<file path="src/rtl/tcmp_pkg.sv">
package tcmp_pkg;
  localparam int CSR_W = 8;

  // status/control bit positions
  localparam int B_DREQ = 0;
  localparam int B_MODE_LO = 2;
  localparam int B_IE = 6;
  localparam int B_FLAG = 7;

  localparam logic [3:0] MODE_OFF    = 4'h0;
  localparam logic [3:0] MODE_TOGGLE = 4'h5;
  localparam logic [3:0] MODE_PULSE  = 4'hF;

  function automatic logic [CSR_W-1:0] csr_pack(input logic dreq, input logic [3:0] mode,
                                                input logic ie, input logic flag);
    logic [CSR_W-1:0] w;
    w = '0;
    w[B_DREQ] = dreq;
    w[B_MODE_LO +: 4] = mode;
    w[B_IE] = ie;
    w[B_FLAG] = flag;
    return w;
  endfunction

  function automatic logic [3:0] csr_mode(input logic [CSR_W-1:0] w);
    return w[B_MODE_LO +: 4];
  endfunction
endpackage

</file>
<file path="src/rtl/tcmp_ctrl.sv">
module tcmp_ctrl
  import tcmp_pkg::*;
(
  input  logic             clk,
  input  logic             rst_n,
  input  logic             csr_wr,
  input  logic [CSR_W-1:0] csr_wdata,
  input  logic             ev_match,
  output logic [CSR_W-1:0] csr_rdata,
  output logic [3:0]       mode,
  output logic             ie,
  output logic             flag,
  output logic             dis_req
);
  logic dreq_en;

  assign dis_req = csr_wr && (csr_mode(csr_wdata) == MODE_OFF);

  always_ff @(posedge clk) begin
    if (!rst_n) begin
      dreq_en <= 1'b0;
      mode    <= MODE_OFF;
      ie      <= 1'b0;
      flag    <= 1'b0;
    end else begin
      if (csr_wr) begin
        dreq_en <= csr_wdata[B_DREQ];
        mode    <= csr_mode(csr_wdata);
        ie      <= csr_wdata[B_IE];
      end
      if (ev_match)
        flag <= 1'b1;
      else if (csr_wr && csr_wdata[B_FLAG])
        flag <= 1'b0;
    end
  end

  assign csr_rdata = csr_pack(dreq_en, mode, ie, flag);


  flag_set_chk: assert property (@(posedge clk) disable iff (!rst_n)
    ev_match |=> flag);

  w1c_chk: assert property (@(posedge clk) disable iff (!rst_n)
    (csr_wr && csr_wdata[B_FLAG] && !ev_match) |=> !flag);
endmodule

</file>
<file path="src/rtl/tcmp_slots.sv">
module tcmp_slots
  import tcmp_pkg::*;
#(
  parameter int CNT_W = 31
) (
  input  logic             clk,
  input  logic             rst_n,
  input  logic             cmp_wr,
  input  logic [CNT_W-1:0] cmp_wdata,
  input  logic [3:0]       mode,
  input  logic             dis_req,
  input  logic [CNT_W-1:0] cnt_val,
  input  logic             cnt_wrap,
  input  logic             ovf_evt_en,
  output logic             ev_match,
  output logic [CNT_W-1:0] armed_val
);
  logic             a_vld, q_vld;
  logic [CNT_W-1:0] queued;

  function automatic logic fires(input logic [CNT_W-1:0] c, input logic [CNT_W-1:0] a,
                                 input logic wrap, input logic ovf_ok);
    return (c == a) && (!wrap || ovf_ok);
  endfunction

  assign ev_match = (mode != MODE_OFF) && a_vld && fires(cnt_val, armed_val, cnt_wrap, ovf_evt_en);

  always_ff @(posedge clk) begin
    if (!rst_n) begin
      a_vld     <= 1'b0;
      q_vld     <= 1'b0;
      armed_val <= '0;
      queued    <= '0;
    end else if (dis_req) begin
      a_vld <= 1'b0;
      q_vld <= 1'b0;
    end else if (ev_match) begin
      if (q_vld) begin
        armed_val <= queued;
        a_vld     <= 1'b1;
        q_vld     <= cmp_wr;
        if (cmp_wr) queued <= cmp_wdata;
      end else if (cmp_wr) begin
        armed_val <= cmp_wdata;
        a_vld     <= 1'b1;
      end else begin
        a_vld <= 1'b0;
      end
    end else if (cmp_wr) begin
      if (mode == MODE_OFF || !a_vld) begin
        armed_val <= cmp_wdata;
        a_vld     <= 1'b1;
      end else begin
        queued <= cmp_wdata;
        q_vld  <= 1'b1;
      end
    end
  end


  promote_chk: assert property (@(posedge clk) disable iff (!rst_n)
    (ev_match && q_vld && !dis_req) |=> (a_vld && armed_val == $past(queued)));

  no_requeue_chk: assert property (@(posedge clk) disable iff (!rst_n)
    (ev_match && !q_vld && !cmp_wr && !dis_req) |=> !a_vld);

  dis_clear_chk: assert property (@(posedge clk) disable iff (!rst_n)
    dis_req |=> (!a_vld && !q_vld && !ev_match));
endmodule

</file>
<file path="src/rtl/tcmp_pinout.sv">
module tcmp_pinout
  import tcmp_pkg::*;
#(
  parameter int PULSE_LEN = 4
) (
  input  logic       clk,
  input  logic       rst_n,
  input  logic [3:0] mode,
  input  logic       ev_match,
  input  logic       dis_req,
  output logic       pin
);
  localparam int PW = $clog2(PULSE_LEN + 1);
  localparam logic [PW-1:0] PLEN = PW'(PULSE_LEN);

  logic          tog_q;
  logic [PW-1:0] pulse_cnt;

  always_ff @(posedge clk) begin
    if (!rst_n || dis_req) begin
      tog_q     <= 1'b0;
      pulse_cnt <= '0;
    end else begin
      if (ev_match && mode == MODE_TOGGLE)
        tog_q <= !tog_q;
      if (ev_match && mode == MODE_PULSE)
        pulse_cnt <= PLEN;
      else if (pulse_cnt != '0)
        pulse_cnt <= pulse_cnt - 1'b1;
    end
  end

  always_comb begin
    case (mode)
      MODE_TOGGLE: pin = tog_q;
      MODE_PULSE:  pin = (pulse_cnt != '0);
      default:     pin = 1'b0;
    endcase
  end


  toggle_flip_chk: assert property (@(posedge clk) disable iff (!rst_n)
    (ev_match && mode == MODE_TOGGLE && !dis_req) |=> (tog_q != $past(tog_q)));

  pulse_len_chk: assert property (@(posedge clk) disable iff (!rst_n)
    pulse_cnt <= PLEN);
endmodule

</file>
<file path="src/rtl/tcmp_channel.sv">
module tcmp_channel
  import tcmp_pkg::*;
#(
  parameter int CNT_W     = 31,
  parameter int PULSE_LEN = 4
) (
  input  logic             clk,
  input  logic             rst_n,
  input  logic [CNT_W-1:0] cnt_val,
  input  logic             cnt_wrap,
  input  logic             ovf_evt_en,
  input  logic             csr_wr,
  input  logic [7:0]       csr_wdata,
  output logic [7:0]       csr_rdata,
  input  logic             cmp_wr,
  input  logic [CNT_W-1:0] cmp_wdata,
  output logic [CNT_W-1:0] cmp_rdata,
  output logic             irq,
  output logic             pin_out
);
  logic       ev_match, dis_req, flag, ie;
  logic [3:0] mode;

  tcmp_ctrl u_ctrl (
    .clk(clk), .rst_n(rst_n), .csr_wr(csr_wr), .csr_wdata(csr_wdata),
    .ev_match(ev_match), .csr_rdata(csr_rdata), .mode(mode), .ie(ie),
    .flag(flag), .dis_req(dis_req)
  );

  tcmp_slots #(.CNT_W(CNT_W)) u_slots (
    .clk(clk), .rst_n(rst_n), .cmp_wr(cmp_wr), .cmp_wdata(cmp_wdata),
    .mode(mode), .dis_req(dis_req), .cnt_val(cnt_val), .cnt_wrap(cnt_wrap),
    .ovf_evt_en(ovf_evt_en), .ev_match(ev_match), .armed_val(cmp_rdata)
  );

  tcmp_pinout #(.PULSE_LEN(PULSE_LEN)) u_pin (
    .clk(clk), .rst_n(rst_n), .mode(mode), .ev_match(ev_match),
    .dis_req(dis_req), .pin(pin_out)
  );

  assign irq = flag && ie;


  irq_follow_chk: assert property (@(posedge clk) disable iff (!rst_n)
    irq |-> (csr_rdata[B_FLAG] && csr_rdata[B_IE]));
endmodule

</file>
<file path="config.mk">
export PLATFORM = sky130hd
export DESIGN_NAME = tcmp_channel
export DESIGN_NICKNAME = d
export VERILOG_FILES = /design/src/rtl/tcmp_pkg.sv /design/src/rtl/tcmp_ctrl.sv /design/src/rtl/tcmp_slots.sv /design/src/rtl/tcmp_pinout.sv /design/src/rtl/tcmp_channel.sv
export SDC_FILE = /design/constraint.sdc
export NUM_CORES = 1
export LEC_CHECK = 0
export BUFFER_PORTS_ARGS = -buffer_cell sky130_fd_sc_hd__clkbuf_2
export CAP_MARGIN = 30
export CORE_AREA = 8 8 116 118
export DETAILED_ROUTE_END_ITERATION = 8
export DIE_AREA = 0 0 124 126
export PLACE_DENSITY = 0.72
export REMOVE_ABC_BUFFERS = 1
export SLEW_MARGIN = 30
export SYNTH_ARGS = -nofsm -noshare
export SYNTH_HDL_FRONTEND = slang
export SYNTH_SLANG_ARGS = --single-unit
</file>
<file path="constraint.sdc">
create_clock -name clk -period 2.6 [get_ports clk]
set_clock_uncertainty 0.15 [all_clocks]
set_input_delay 0.78 -clock clk [delete_from_list [all_inputs] [get_ports clk]]
set_output_delay 0.78 -clock clk [all_outputs]
set_load 0.005 [all_outputs]
</file>
== Word-level counts from Yosys, hierarchy flattened ==
Index checks and enable logic that the tools add are counted.

* $add $sub $neg: 1
* Equality and inequality tests: 6
* Mux-type cells: 23
* Bitwise operators: 2
* Reductions and logical operators: 30

{| class="wikitable"
|+ Operator list
! operator !! count
|-
| 2-to-1 mux 31 bit || 9
|-
| == test 31 bit || 1
|-
| 2-to-1 mux 1 bit || 11
|-
| nonzero test 2 bit || 5
|-
| logical AND 1 bit || 8
|-
| logical NOT 4 bit || 2
|-
| 2-to-1 mux 3 bit || 2
|-
| AND reduction 5 bit || 1
|-
| == test 4 x 3 -> 1 bit, second input constant || 1
|-
| == test 4 bit, second input constant || 1
|-
| logical NOT 1 bit || 4
|-
| != test 2 bit, second input constant || 2
|-
| AND reduction 2 bit || 2
|-
| AND reduction 4 bit || 1
|-
| nonzero test 4 bit || 1
|-
| OR reduction 2 bit || 2
|-
| logical OR 1 bit || 3
|-
| nonzero test 3 bit || 1
|-
| subtractor 3 x 1 -> 3 bit, second input constant || 1
|-
| != test 2 x 1 -> 1 bit, second input constant || 1
|-
| NOT 1 bit || 2
|-
| case mux 1 bit (2 select lines) || 1
|}

* Register bits: 75
* Input bits: 76
* Output and inout bits: 41
* Logic and storage cells: 73

== Logic depth before layout (Yosys ltp) ==
Gate-level depths: netlist of the first run.

* Depth after elaboration: 6
* Mapped depth: 8
* Depth with buffers taken out: 7

== Modules after synthesis ==
A second synthesis of the first run with hierarchy kept.

* Cell total of the unflattened synthesis: 405
* Area, all modules: 3886.2 µm²

{| class="wikitable"
|+ By module, submodules not included
! module !! instances !! cells each !! area each (µm²) !! sequential area each (µm²)
|-
| tcmp_slots || 1 || 341 || 3285.7 || 1281.2
|-
| tcmp_ctrl || 1 || 34 || 346.6 || 140.1
|-
| tcmp_pinout || 1 || 29 || 247.7 || 80.1
|-
| tcmp_channel || 1 || 1 || 6.3 || 0.0
|}

== Worst setup path before layout of the first run ==
OpenSTA, ideal clock, no wires.

* Path type: in2reg
* Start point: in cnt_val[25]
* End point: reg u_pin.tog_q
* Library setup time: 0.059 ns
* Arrival: 2.369 ns
* Data required time: 2.391 ns
* Slack: 0.022 ns
* Cell stages on the path: 7
* Buffers on the path: 1
* Path through: xor2_1 > a2111oi_2 > nand4_1 > or2_1 > buf_2 > or4_1 > nand2_1

* Word-level cells in the longest chain between the ends: 4

{| class="wikitable"
|+ RTL lines
! element !! line !! source
|-
| start: declaration || tcmp_channel.sv:9 || <nowiki>input logic [CNT_W-1:0] cnt_val,</nowiki>
|-
| == test 31 bit || tcmp_slots.sv:23 || <nowiki>return (c == a) && (!wrap || ovf_ok);</nowiki>
|-
| logical AND 1 bit || tcmp_slots.sv:23 ||
|-
| logical AND 1 bit || tcmp_slots.sv:26 || <nowiki>assign ev_match = (mode != MODE_OFF) && a_vld && fires(cnt_val, armed_val, cnt_wrap, ovf_evt_en);</nowiki>
|-
| logical AND 1 bit || tcmp_pinout.sv:24 || <nowiki>if (ev_match && mode == MODE_TOGGLE)</nowiki>
|-
| end signal: assignment || tcmp_pinout.sv:25 || <nowiki>tog_q <= !tog_q;</nowiki>
|-
| end: declaration || tcmp_pinout.sv:16 || <nowiki>logic tog_q;</nowiki>
|}

Every way passes these cells.
A chain may end at the register's enable or synchronous reset.

== Worst setup path in the final report of the first run ==
* Start point: in cnt_val[4]
* End point: reg u_slots.queued[11]

* Word-level cells in the longest chain between the ends: 5
* Elaborated cells on any way between the ends: 8
* Those cells by class: eq/ne: 3; mux: 1; reduce/logical: 4

{| class="wikitable"
|+ RTL lines
! element !! line !! source
|-
| == test 31 bit (*) || tcmp_slots.sv:23 ||
|-
| logical AND 1 bit (*) || tcmp_slots.sv:23 ||
|-
| logical AND 1 bit (*) || tcmp_slots.sv:26 ||
|-
| != test 2 bit (no line), or another cell as far along || n/a ||
|-
| AND reduction 5 bit (no line) || n/a ||
|-
| end signal: assignment || tcmp_slots.sv:42 || <nowiki>if (cmp_wr) queued <= cmp_wdata;</nowiki>
|-
| end signal: assignment || tcmp_slots.sv:54 || <nowiki>queued <= cmp_wdata;</nowiki>
|-
| end: declaration || tcmp_slots.sv:19 || <nowiki>logic [CNT_W-1:0] queued;</nowiki>
|}

Every way passes the cells marked *; elsewhere a longest branch is shown, timed or not.

==> flow_summary_export.csv, run 1 <==
group,metric,value,unit
floorplan,die_h,126,um
clock_tree,ctsHoldBuffers,0,
synthesis,synth-seq-cells,75,
global_route,grt-ovfl-total,0,
floorplan,rows,40,
sta,rsz0062_at_grt,"yes",
sta,clock.fmax,380,MHz
drt,vias_per_cell,5.23,
critical_path,arrival,2710,ps
final_layout,fillers,1146,
final_layout,area_growth,31.6,%
global_route,antenna_found_initial,0,
drt,first_pass_iters,5,
placed_design,io_buffers,114,
synthesis,yosys_warnings,0,
sta,holdWs,341,ps
run_status,violations,"setup timing",
global_route,grt_pass1_vias,4138,
critical_path,worstSetupPathType,"input port to register",
pwr,peakVddDrop,0.270,mV
clock_tree,clk_latency,330,ps
drt,drtIter0Drc,227,
drt,wl_met1,5580,um
floorplan,num_io_pins,117,
synthesis,seq_area_frac_synth,35.5,%
critical_path,cp_cell_sequence,"clkbuf_2, xor2_1, nor4_2, buf_4, nand4_1, o311ai_4, buf_4, clkbuf_16, mux2i_1, nor2b_1",
min_path,holdCritPathClass,"register to register",
critical_path,path_common_cell,"buf_4",
global_route,grt_pass1_wl,20100,um
critical_path,slowest_stage,"nor4_2",
sta,hold_viol,0,
critical_path,cp-end-kind,"register",
synthesis,synth_cells,499,
drt,drc,0,
placed_design,place_hpwl,8720,um
synthesis,ys_top_cells_by_area,"dfxtp_1 (35%), mux2i_1 (16%), nor2_1 (9.0%)",
sta,final.period_utilization,101,%
clock_tree,cts_root_buffer,"clkbuf_16",
floorplan,core,0.0117,mm^2
floorplan,die_area,0.0156,mm^2
clock_tree,cts_sinks,75,
final_layout,num_antenna_cells,0,
floorplan,die_w,124,um
drt,wl_met2,6490,um
critical_path,crit_path_max_fanout,8,
critical_path,slowest_delay,400,ps
synthesis,ys_types,32,
placed_design,dp_worst_setup_slack,-538,ps
final_layout,drive_above_1_share,27.3,%
critical_path,cp.required,2670,ps
final_layout,fin_nets,690,
synthesis,synth_top_area_cell,"dfxtp_1",
drt,num_vias,3993,
drt,ant_nets,0,
sta,slew_viol_final,0,
drt,wire_per_inst,17.3,um
floorplan,start_util,36.2,%
placed_design,gp_congestion,0.774,
sta,setup_slack,-33.9,ps
pwr,leakage,2.80,nW
placed_design,place_area,0.00506,mm^2
critical_path,cp_num_buf_inv,4,
global_route,grt_start_max_net_pins,45,
synthesis,syn_avg_cell_area,8.49,um^2
drt,top_layer_used,"met4",
synthesis,synth_top_area_share,35.5,%
pwr,p_per_area,593,mW/mm^2
sta,layout_min_cycle_time,2630,ps
run_status,outcome,"complete, but fails checks",
clock_tree,cts_tree,"done",
critical_path,crit_family,"simple AND/OR/NAND/NOR gates",
synthesis,synth.cell_area,0.00424,mm^2
sta,setup_viol,24,
clock_tree,clockBufferDepth,2,
drt,wl_met3,872,um
final_layout,final_area,0.00557,mm^2
critical_path,cp-start-kind,"input port",
drt,drt-total-wl,13200,um
job,max-cap-violations,0,
global_route,track_usage,16.0,%
clock_tree,cts-htree-levels,3,
clock_tree,clk_pin_slew_worst_paths,60,ps
clock_tree,cts_buffers,9,
[area by class of cell]
class	instances	area, um^2	area share, %
Multi-Input combinational cell	380	2620	47.0
Sequential cell	75	1500	26.9
Timing Repair Buffer	140	961	17.2
Clock buffer	14	254	4.56
Tap cell	147	184	3.30
Clock inverter	2	35.0	0.629
Inverter	5	18.8	0.337
[per-layer routing]
metal	GRT usage, %	vias to the layer above
li1	-	1948
met3	3.93	25
met4	6.09	0
met2	26.9	119
met5	0	-
met1	19.0	1901
[where the power goes]
part	internal, W	switching [W]
clock	0.000770	0.000470
sequential	0.00124	0.0000888
combinational	0.000348	0.000388
[per-stage QoR]
step	setup TNS (ps)	util [%]	total power [W]	std cells
6_report	-246	47.6	0.00330	763
5_1_grt	-2360	47.6	0.00347	763
4_1_cts	-298	46.0	0.00330	756
3_5_place_dp	-33450	43.2	0.00205	740
3_3_place_gp	-32860	43.2	0.00202	740
2_1_floorplan	-69080	-	0.00174	460
[cell families (layout without fill, tap and decap cells)]
kind of cell	count (synthesis)	count (layout)	synth area share, %
AOI/OAI and AO/OA	78	78	15.1
xor gates and xnor gates	32	32	6.62
adders and majority gates	3	3	0.886
buffers and inverters	44	161	4.82
DFF	75	75	35.5
muxes	68	68	16.1
other	1	1	0.0885
and+or+nand+nor	198	198	21.0
[worst register-to-register path: stages, from the launching register on]
cell       delay, ps
dfxtp_1          350
xor2_1           180
nor4_2           400
buf_4            170
nand4_1          170
o311ai_4         330
buf_4            200
clkbuf_16        170
mux2i_1          200
nor2b_1           60
[synthesized netlist by cell type (all sizes together)]
cell type / number
nand4: 4
a21boi: 1
nor2b: 37
nand2: 37
conb: 1
xor2: 32
buf: 11
o21a: 2
nand3: 3
o211ai: 2
and2: 2
o41a: 1
nor2: 101
o311ai: 1
o2111a: 31
nor4: 9
a2111oi: 1
a21o: 1
or4: 1
o41ai: 1
inv: 5
nand3b: 1
nor3: 2
a21oi: 5
ha: 3
clkbuf: 28
or2: 1
dfxtp: 75
mux2i: 68
o21ai: 32
[cell usage in the layout, fill, tap and decap left out, types with 2 or more instances in the layout]
master,n
a21oi_1,5
buf_12,6
buf_4,14
buf_6,2
clkbuf_1,4
clkbuf_16,14
clkbuf_2,112
dfxtp_1,75
ha_1,2
inv_1,5
mux2i_1,64
mux2i_2,4
nand2_1,36
nand3_1,3
nand4_1,4
nor2_1,101
nor2b_1,37
nor3_1,2
nor4_1,5
nor4_2,4
o2111a_1,31
o211ai_1,2
o21a_1,2
o21ai_0,32
xor2_1,31
[sequential cells by signal, summed over array words and instances (netlist names), 3 cells and up]
name,cells
u_slots.armed_val,31
u_pin.pulse_cnt,3
u_slots.queued,31
u_ctrl.mode,4
[path summary, 6_finish.rpt]
check / startpoint / to / slack (ps) / depth (start not counted)
max: cnt_val[4] / u_slots.queued[11] / -30 / 10
min reg2reg: u_pin.tog_q / u_pin.tog_q / 340 / 2
max reg2reg: u_slots.armed_val[4] / u_slots.queued[11] / 110 / 9
min: u_pin.tog_q / u_pin.tog_q / 340 / 2
[what timing repair did]
item,4_1_cts,5_1_grt
endpoints found under the setup margin,69,50
pin swaps,3,13
cloned,0,5
setup buffers,0,2
hold endpoints to repair,0,0
gates resized for setup,6,9
No activity file was read; power rests on OpenSTA's default activity.
==> run 2, diff against run 1 <==
- REMOVE_ABC_BUFFERS: 1 -> not set
==> run 2 against run 1 <==
Sequential power about the same; maximum frequency grew 1.6%; core utilization decreased by 0.35 points; clock power fell by 12%; the run now ends clean; sequential share of layout area up 0.20 points; first-iteration DRC count up 6.6%; count of clock-buffer cells in the layout down 1; non-clock buffer count is 1 lower; setup slack improved by 41 ps; total power shrank 2.8%; routed wire length rose by 2.5%; critical path depth unchanged; largest power group unchanged.
==> flow_summary_export.csv, run 2 (same netlist as run 1, synthesis figures left out) <==
group,metric,value,unit
run_status,outcome,"complete, no violations",
sta,relSlewSlack,66.3,%
global_route,grt-ovfl-total,0,
critical_path,arrival,2660,ps
clock_tree,clk_latency,330,ps
floorplan,core,0.0117,mm^2
placed_design,gp_congestion,0.783,
global_route,track_usage,16.9,%
floorplan,rows,40,
global_route,grt_start_max_net_pins,47,
critical_path,cp.required,2660,ps
sta,tightestPinTransition,503,ps
clock_tree,cts-htree-levels,3,
pwr,totalPowerFinal,0.00321,W
sta,hold_viol,0,
final_layout,fin_nets,689,
critical_path,worstSetupPathType,"input port to register",
clock_tree,clockBufferDepth,2,
min_path,whs_path_depth,2,
global_route,grt_pass1_wl,21100,um
drt,vias_per_cell,5.28,
sta,rsz0062_at_grt,"yes",
floorplan,num_io_pins,117,
global_route,grt.met1_usage,19.5,%
synthesis,postSynthNetCount,578,
floorplan,start_util,36.2,%
critical_path,reg2reg_depth,9,
global_route,grt_pass1_vias,4282,
final_layout,top_regs,"u_slots.armed_val (31), u_slots.queued (31), u_ctrl.mode (4)",
global_route,grt_use_met3,3.13,%
critical_path,reg2reg_to,"u_slots.queued[9]",
drt,ant_nets,0,
job,max-cap-violations,0,
sta,layout_min_cycle_time,2590,ps
drt,first_pass_iters,4,
sta,setup_viol,0,
final_layout,layout_common_cells,"clkbuf_2 (111), nor2_1 (101), dfxtp_1 (75)",
critical_path,cp-start-kind,"input port",
floorplan,die_h,126,um
critical_path,cp-end-kind,"register",
placed_design,io_buffers,114,
sta,slew_viol_final,0,
pwr,p_per_area,580,mW/mm^2
clock_tree,clk_pin_slew_worst_paths,50,ps
drt,drtIter0Drc,242,
final_layout,finalNonFillerCells,759,
final_layout,fin_util,47.2,%
final_layout,num_antenna_cells,0,
critical_path,r2r_setup_slack,140,ps
clock_tree,cts_buffers,9,
drt,drt-total-wl,13600,um
global_route,antenna_found_initial,0,
critical_path,slowest_delay,340,ps
clock_tree,cts_sinks,75,
min_path,holdCritPathClass,"register to register",
clock_tree,cts_tree,"done",
critical_path,cp_cell_sequence,"clkbuf_2, xor2_1, nor4_4, buf_4, nand4_1, o311ai_4, buf_6, buf_12, mux2i_2, nor2b_1",
sta,clock.fmax,386,MHz
global_route,busiest_layer,"met2",
clock_tree,cts_root_buffer,"clkbuf_16",
drt,wire_per_inst,17.9,um
pwr,peakVddDrop,0.387,mV
final_layout,area_growth,30.6,%
min_path,min_to,"u_ctrl.dreq_en",
critical_path,crit_path_max_fanout,8,
sta,final.period_utilization,99.7,%
placed_design,place_hpwl,9480,um
final_layout,final_common_cell,"clkbuf_2",
final_layout,fillers,1125,
placed_design,placed_cells,742,
critical_path,slowest_stage,"o311ai_4",
pwr,leakage,2.76,nW
min_path,min_from,"u_ctrl.dreq_en",
drt,num_vias,4009,
floorplan,die_area,0.0156,mm^2
critical_path,timing.rr.start,"u_slots.armed_val[4]",
final_layout,drive_above_1_share,27.1,%
floorplan,die_w,124,um
drt,drc,0,
global_route,grt_use_met2,30.2,%
[run 2: changes by cell type in the layout (fill, tap and decap cells not counted), sizes merged]
cell / delta
clkbuf: -5
bufinv: -1
clkinv: -1
buf: +3
[run 2: final cells by class]
cell class                      instances  area, um^2  area share [%]
Clock buffer                           13         250            4.52
Sequential cell                        75        1500            27.1
Tap cell                              147         184            3.32
Timing Repair Buffer                  139         895            16.2
Inverter                                5        18.8           0.339
Multi-Input combinational cell        380        2680            48.5
[run 2: repair_timing]
| action | 4_1_cts | 5_1_grt |
|---|---|---|
| buffers inserted | 0 | 2 |
| pin swaps | 6 | 8 |
| hold buffers | 0 | 0 |
| gates resized for setup | 8 | 21 |
| gates cloned | 0 | 2 |
| setup endpoints to repair | 69 | 69 |
[run 2: metrics by stage]
step | hold slack (ps) | setup TNS (ps) | worst slack (ps) | area (um^2)
global placement | 333 | -35210 | -585 | 5050
finish | 367 | 0 | 7.31 | 5530
global route | 398 | -2450 | -97.4 | 5530
CTS | 372 | -13.9 | -5.89 | 5350
floorplan | 307 | 0 | 21.9 | 4240
detailed placement | 359 | -35900 | -623 | 5050
[run 2: per-layer routing]
metal	up-vias	part of all wire, %
met1	1920	41
met5	-	0
li1	1938	-
met2	131	50
met4	0	2.3
met3	20	6.8
[run 2: how the worst max path moves through the flow]
stage,from,end,cells after the start
floorplan,cnt_val[25],u_pin.tog_q,7
global placement,cnt_val[29],u_slots.armed_val[15],9
detailed placement,cnt_val[29],u_slots.armed_val[7],9
CTS,cnt_val[14],u_slots.queued[9],9
global route,cnt_val[13],u_slots.queued[9],10
finish,cnt_val[13],u_slots.queued[9],10
[run 2: power by group]
part	internal, W	leakage, nW	switching [W]
combinational	0.000362	2.03	0.000428
clock	0.000657	0.122	0.000433
sequential	0.00124	0.614	0.0000910
total	0.00226	2.76	0.000952
[run 2: critical path, delay by kind of cell]
family / cells / cell delay [ps]
mux: 1 / 220
compound gates: 1 / 340
buf+inv: 4 / 560
simple gates: 3 / 560
xor+xnor: 1 / 180
